File: src/rtl/gap_pkg.sv
package gap_pkg;

    localparam int unsigned VAL_W  = 8;
    localparam int unsigned WORD_W = 32;

    typedef logic [VAL_W-1:0] val_t;

    // Per-channel programmed settings
    typedef struct packed {
        val_t timeout;
        val_t throttle;
    } chan_cfg_t;

    // Per-channel live state
    typedef struct packed {
        val_t cnt;    // idle countdown
        logic run;    // countdown active
        logic pend;   // expiry waiting for the hold window
        val_t hold;   // ticks left before another firing is allowed
        logic irq;    // interrupt level
    } chan_state_t;

    // a zero timeout is promoted to one
    function automatic val_t eff_timeout(input val_t t);
        return (t == '0) ? val_t'(1) : t;
    endfunction

endpackage

File: src/rtl/gap_tick_gen.sv
module gap_tick_gen #(
    parameter int unsigned PRESCALE = 16
) (
    input  logic clk,
    input  logic rst_n,
    output logic tick
);

    localparam int unsigned CW   = (PRESCALE > 1) ? $clog2(PRESCALE) : 1;
    localparam int unsigned LAST = (PRESCALE > 1) ? PRESCALE - 1 : 0;

    typedef struct packed {
        logic [CW-1:0] div;
    } tick_state_t;

    tick_state_t st_d, st_q;

    always_comb begin
        st_d = st_q;
        tick = (st_q.div == CW'(LAST));
        if (tick) begin
            st_d.div = '0;
        end else begin
            st_d.div = st_q.div + 1'b1;
        end
    end

    always_ff @(posedge clk or negedge rst_n) begin
        if (!rst_n) begin
            st_q <= '0;
        end else begin
            st_q <= st_d;
        end
    end

endmodule

File: src/rtl/gap_cfg_regs.sv
module gap_cfg_regs
    import gap_pkg::*;
#(
    parameter int unsigned NUM_RX = 4,
    parameter int unsigned ADDR_W = 2
) (
    input  logic                    clk,
    input  logic                    rst_n,
    input  logic                    we,
    input  logic [ADDR_W-1:0]       addr,
    input  logic [WORD_W-1:0]       wdata,
    output chan_cfg_t [NUM_RX:0]    cfg
);

    localparam int unsigned NUM_CH  = NUM_RX + 1;
    localparam int unsigned TX_WORD = (NUM_RX + 1) / 2;
    localparam chan_cfg_t   CFG_RST = '{timeout: val_t'(1), throttle: '0};

    typedef struct packed {
        chan_cfg_t [NUM_RX:0] ch;
    } cfg_state_t;

    cfg_state_t st_d, st_q;

    // Half-word slices of the write data
    chan_cfg_t lo_half, hi_half;

    always_comb begin
        // even queue / tx in the low half, odd queue in the high half
        lo_half = '{timeout: wdata[7:0],   throttle: wdata[15:8]};
        hi_half = '{timeout: wdata[23:16], throttle: wdata[31:24]};
        st_d = st_q;
        if (we) begin
            for (int q = 0; q < int'(NUM_RX); q++) begin
                if (addr == ADDR_W'(q / 2)) begin
                    st_d.ch[q] = (q % 2 == 0) ? lo_half : hi_half;
                end
            end
            if (addr == ADDR_W'(TX_WORD)) begin
                st_d.ch[NUM_RX] = lo_half;
            end
        end
    end

    always_ff @(posedge clk or negedge rst_n) begin
        if (!rst_n) begin
            st_q.ch <= {NUM_CH{CFG_RST}};
        end else begin
            st_q <= st_d;
        end
    end

    assign cfg = st_q.ch;

endmodule

File: src/rtl/gap_channel.sv
module gap_channel
    import gap_pkg::*;
(
    input  logic      clk,
    input  logic      rst_n,
    input  logic      tick,
    input  logic      cmpl,
    input  logic      ack,
    input  chan_cfg_t cfg,
    output logic      irq,
    output val_t      count
);

    chan_state_t st_d, st_q;
    logic        expire;
    logic        fire;

    always_comb begin
        st_d   = st_q;
        expire = 1'b0;

        // Countdown: a completion always wins over a tick
        if (cmpl) begin
            st_d.cnt = eff_timeout(cfg.timeout);
            st_d.run = 1'b1;
        end else if (tick && st_q.run) begin
            if (st_q.cnt <= val_t'(1)) begin
                st_d.cnt = '0;
                st_d.run = 1'b0;
                expire   = 1'b1;
            end else begin
                st_d.cnt = st_q.cnt - 1'b1;
            end
        end

        // Hold window shrinks once per tick
        if (tick && (st_q.hold != '0)) begin
            st_d.hold = st_q.hold - 1'b1;
        end

        // Fire now, or park the expiry until the window is closed
        fire = (expire || st_q.pend) && (st_q.hold == '0);
        if (fire) begin
            st_d.irq  = 1'b1;
            st_d.hold = cfg.throttle;
            st_d.pend = 1'b0;
        end else begin
            if (expire) begin
                st_d.pend = 1'b1;
            end
            if (ack) begin
                st_d.irq = 1'b0;
            end
        end
    end

    always_ff @(posedge clk or negedge rst_n) begin
        if (!rst_n) begin
            st_q <= '0;
        end else begin
            st_q <= st_d;
        end
    end

    assign irq   = st_q.irq;
    assign count = st_q.cnt;

endmodule

File: src/rtl/cmpl_defer_timer.sv
module cmpl_defer_timer
    import gap_pkg::*;
#(
    parameter int unsigned NUM_RX   = 4,
    parameter int unsigned ADDR_W   = 2,
    parameter int unsigned PRESCALE = 16
) (
    input  logic                    clk,
    input  logic                    rst_n,
    input  logic                    cfg_we,
    input  logic [ADDR_W-1:0]       cfg_addr,
    input  logic [31:0]             cfg_wdata,
    input  logic [NUM_RX-1:0]       cmpl_rx,
    input  logic                    cmpl_tx,
    input  logic [NUM_RX-1:0]       ack_rx,
    input  logic                    ack_tx,
    output logic [NUM_RX-1:0]       irq_rx,
    output logic                    irq_tx,
    output logic [8*NUM_RX-1:0]     rx_status
);

    localparam int unsigned NUM_CH = NUM_RX + 1;

    logic                  tick;
    chan_cfg_t [NUM_RX:0]  cfg;
    logic [NUM_CH-1:0]     cmpl_all;
    logic [NUM_CH-1:0]     ack_all;
    logic [NUM_CH-1:0]     irq_all;
    val_t                  tx_cnt_unused;

    assign cmpl_all = {cmpl_tx, cmpl_rx};
    assign ack_all  = {ack_tx, ack_rx};

    gap_tick_gen #(
        .PRESCALE (PRESCALE)
    ) i_tick (
        .clk   (clk),
        .rst_n (rst_n),
        .tick  (tick)
    );

    gap_cfg_regs #(
        .NUM_RX (NUM_RX),
        .ADDR_W (ADDR_W)
    ) i_cfg (
        .clk   (clk),
        .rst_n (rst_n),
        .we    (cfg_we),
        .addr  (cfg_addr),
        .wdata (cfg_wdata),
        .cfg   (cfg)
    );

    for (genvar c = 0; c < int'(NUM_CH); c++) begin : g_ch
        val_t ch_count;

        gap_channel i_chan (
            .clk   (clk),
            .rst_n (rst_n),
            .tick  (tick),
            .cmpl  (cmpl_all[c]),
            .ack   (ack_all[c]),
            .cfg   (cfg[c]),
            .irq   (irq_all[c]),
            .count (ch_count)
        );

        if (c < int'(NUM_RX)) begin : g_rx_status
            // byte c of the status word
            assign rx_status[8*c +: 8] = ch_count;
        end else begin : g_tx_count
            assign tx_cnt_unused = ch_count;
        end
    end

    assign irq_rx = irq_all[NUM_RX-1:0];
    assign irq_tx = irq_all[NUM_RX];

endmodule

File: config.mk
export PLATFORM = sky130hd
export DESIGN_NAME = cmpl_defer_timer
export DESIGN_NICKNAME = d
export VERILOG_FILES = /design/src/rtl/gap_pkg.sv /design/src/rtl/gap_tick_gen.sv /design/src/rtl/gap_cfg_regs.sv /design/src/rtl/gap_channel.sv /design/src/rtl/cmpl_defer_timer.sv
export SDC_FILE = /design/constraint.sdc
export NUM_CORES = 1
export LEC_CHECK = 0
export ABC_CLOCK_PERIOD_IN_PS = 3000
export BUFFER_PORTS_ARGS = -buffer_cell sky130_fd_sc_hd__buf_2
export CAP_MARGIN = 10
export CORE_MARGIN = 4
export CORE_UTILIZATION = 50
export CTS_CLUSTER_DIAMETER = 80
export DETAILED_ROUTE_END_ITERATION = 16
export PLACE_DENSITY = 0.67
export SLEW_MARGIN = 10
export SYNTH_ARGS = -nofsm -noshare
export SYNTH_HDL_FRONTEND = slang
export SYNTH_HIERARCHICAL = 1
export SYNTH_SLANG_ARGS = --single-unit
export TNS_END_PERCENT = 100
File: constraint.sdc
create_clock -name clk -period 3 [get_ports clk]
set_input_delay 0.9 -clock clk [delete_from_list [all_inputs] [get_ports clk]]
set_output_delay 0.9 -clock clk [all_outputs]
set_load 0.05 [all_outputs]
==> metrics.md <==
| Metric | Value |
|---|---|
| Total Wirelength | 21.01 mm |
| RSZ-0062 raised after global routing | false |
| Finished Layout Cells | 1160 |
| GPL Wtd Cong | 0.8610 |
| Overflow after GRT | 0 |
| Placed insts | 1128 |
| Worst R2R End | g_ch[4].i_chan/st_q[6] |
| Place WS | 446.6 ps |
| ANT cells | 0 |
| Vias | 6853 |
| H-tree lvl count | 4 |
| I/O Buffers | 83 |
| IR drop worst, VDD | 0.4159 mV |
| First-pass GRT wire length | 34.65 mm |
| IO Count | 84 |
| Final period util | 86.41% |
| Routed length per instance | 18.11 um |
| CTS Buf Count | 17 |
| Post-CTS setup buffers | 0 |
| Grt met2 use | 31.89% |
| Minimum clock period | 2592 ps |
| # DRC | 0 |
| Initial Util | 51.48% |
| CP arrival | 2960 ps |
| DP HPWL | 15.25 mm |
| Detail Route Antenna Nets | 0 |
| Slew HR | 55.35% |
| Reg-to-Reg Start | i_tick/st_q[0] |
| Initial DRT Pass Iterations | 4 |
| Layout cell share with drive strength beyond 1 | 28.03% |
| Crit. End Element | flip-flop |
| Critical-path cell list | ha_1, and3_2, buf_4, or3b_1, or4_1, nand3_1 |
| Slew @ Worst Pin | 669.7 ps |
| Clock sinks | 179 |
| Worst-Skew Late Latency | 430 ps |
| Die X | 144.7 um |
| Gr usage total | 20.96% |
| Area growth syn-to-layout | 10.75% |
| Core footprint | 18150 um2 |
| Synthesized Nets | 928 |
| Initial antenna violation count | 0 |
| Worst Hold Class | input pin to asynchronous set/reset pin |
| Syn Area/Cell | 10.80 um2 |
| CTS clock-pin slew for the worst setup and hold paths | 70 ps |
| Die area | 20940 um2 |
| Top delay family on crit path | simple AND/OR/NAND/NOR gates |
| Cell count after synthesis | 865 |
| GR Util met3 | 4.272% |
| DR iter-0 viols | 400 |
| Ys Warns | 6 |
| Vias in the first global route | 6663 |
| Final setup fails | 0 |
| CP required | 3360 ps |
| R2R Setup Slk | 410 ps |
| Post-Route Skew | 12.54 ps |
| Power density over the cells | 644.5 nW/um2 |
| Post_cts resized | 0 |
| Met1 usage | 31.09% |
| Critical path's largest stage delay | 640 ps |
| Mapped Area | 9343 um2 |
| Largest net degree at the start of global routing | 63 |
| Root Buffer | clkbuf_16 |
| Rows | 49 |
| Worst Setup SP | i_tick/st_q[0] |
| Buf/Inv on CP | 1 |
| Final worst slack | 407.7 ps |
| Via density | 5.908 |
| Post-CTS Hold Buffers | 0 |
| Setup TNS | 0 ps |
| Max-cap violations | 0 |
| Worst setup SP type | flip-flop |
| CP max stage cell | and3_2 |
| CTS tree | done |
| Maximum fanout along the worst path | 33 |
| Final-report hold violation count | 0 |
| Max Freq | 0.3858 GHz |
| Kind of critical path | flip-flop to flip-flop |
| Max-slew violation count | 0 |
| Reg2Reg Depth | 6 |
| Nets | 981 |
| Die Height | 144.7 um |
| Deepest clock path buffer count | 2 |
| Outcome | completed |
| LEAKAGE | 4.352 nW |
| GR peak layer | met2 |
[final cells by class]
type,count,area [um2]
Fill cell,1587,7800
Sequential cell,179,4486
Multi-Input combinational cell,584,4305
Timing Repair Buffer,95,526.8
Clock buffer,21,460.4
Tap cell,229,286.5
Inverter,41,153.9
Clock inverter,11,128.9
[registers in the layout, indices dropped and copies added (netlist names)]
signal / count
g_ch.i_chan/st_q: 50
i_cfg/cfg: 80
g_ch.i_chan/count: 40
g_ch.i_chan/irq: 5
i_tick/st_q: 4
[per-stage QoR]
step	instance area [um2]	total power, mW	utilization, %	hold slack, ps
after floorplan	9343	4.173	-	447.4
after global placement	9758	4.469	53.77	463.2
after detailed placement	9758	4.489	53.77	479.2
after CTS	10350	6.723	57.02	468.8
after global routing	10350	7.026	57.02	484.5
final	10350	6.669	57.02	449.2
[how the worst max path moves through the flow]
stage	to	cells past startpoint	slack (ps)
after CTS	g_ch[4].i_chan/st_q[6]	6	430
after detailed placement	g_ch[4].i_chan/st_q[6]	6	450
final	g_ch[4].i_chan/st_q[6]	6	410
after global placement	g_ch[4].i_chan/st_q[6]	6	520
after floorplan	g_ch[0].i_chan/st_q[1]	6	940
after global routing	g_ch[4].i_chan/st_q[8]	7	160
[metal layers]
layer	vias to the layer above	share of wire, %	wire length (um)
met5	-	0	0
met4	0	0.92	193
met3	17	4.3	896
met2	160	46	9644
met1	3396	49	10270
li1	3280	-	-
[placed cells by master (no fill, tap or decap), types with 12 or more instances in the layout]
cell type / instances
nand3_1: 46
nand2_1: 50
nand4_1: 12
nor2_1: 56
a22oi_1: 16
ha_1: 16
mux2_2: 88
inv_1: 41
buf_2: 82
nor3_1: 16
clkbuf_16: 17
dfrtp_1: 174
o21ai_0: 53
a21oi_1: 30
[worst reg2reg max path, delay by kind of cell, from the launching register on]
kind / cells / cell delay (ps)
buffers and inverters: 1 / 320
and+or+nand+nor: 4 / 1610
DFF: 1 / 390
adders and majority gates: 1 / 210
[where the power goes]
group	total [mW]	leakage, nW	switching, mW	internal (mW)
logic	1.37	1.98	0.862	0.512
registers	3.07	2.08	0.324	2.75
clock network	2.22	0.289	0.942	1.28
total	6.67	4.35	2.13	4.54
Power figures use the tool's default switching activity.
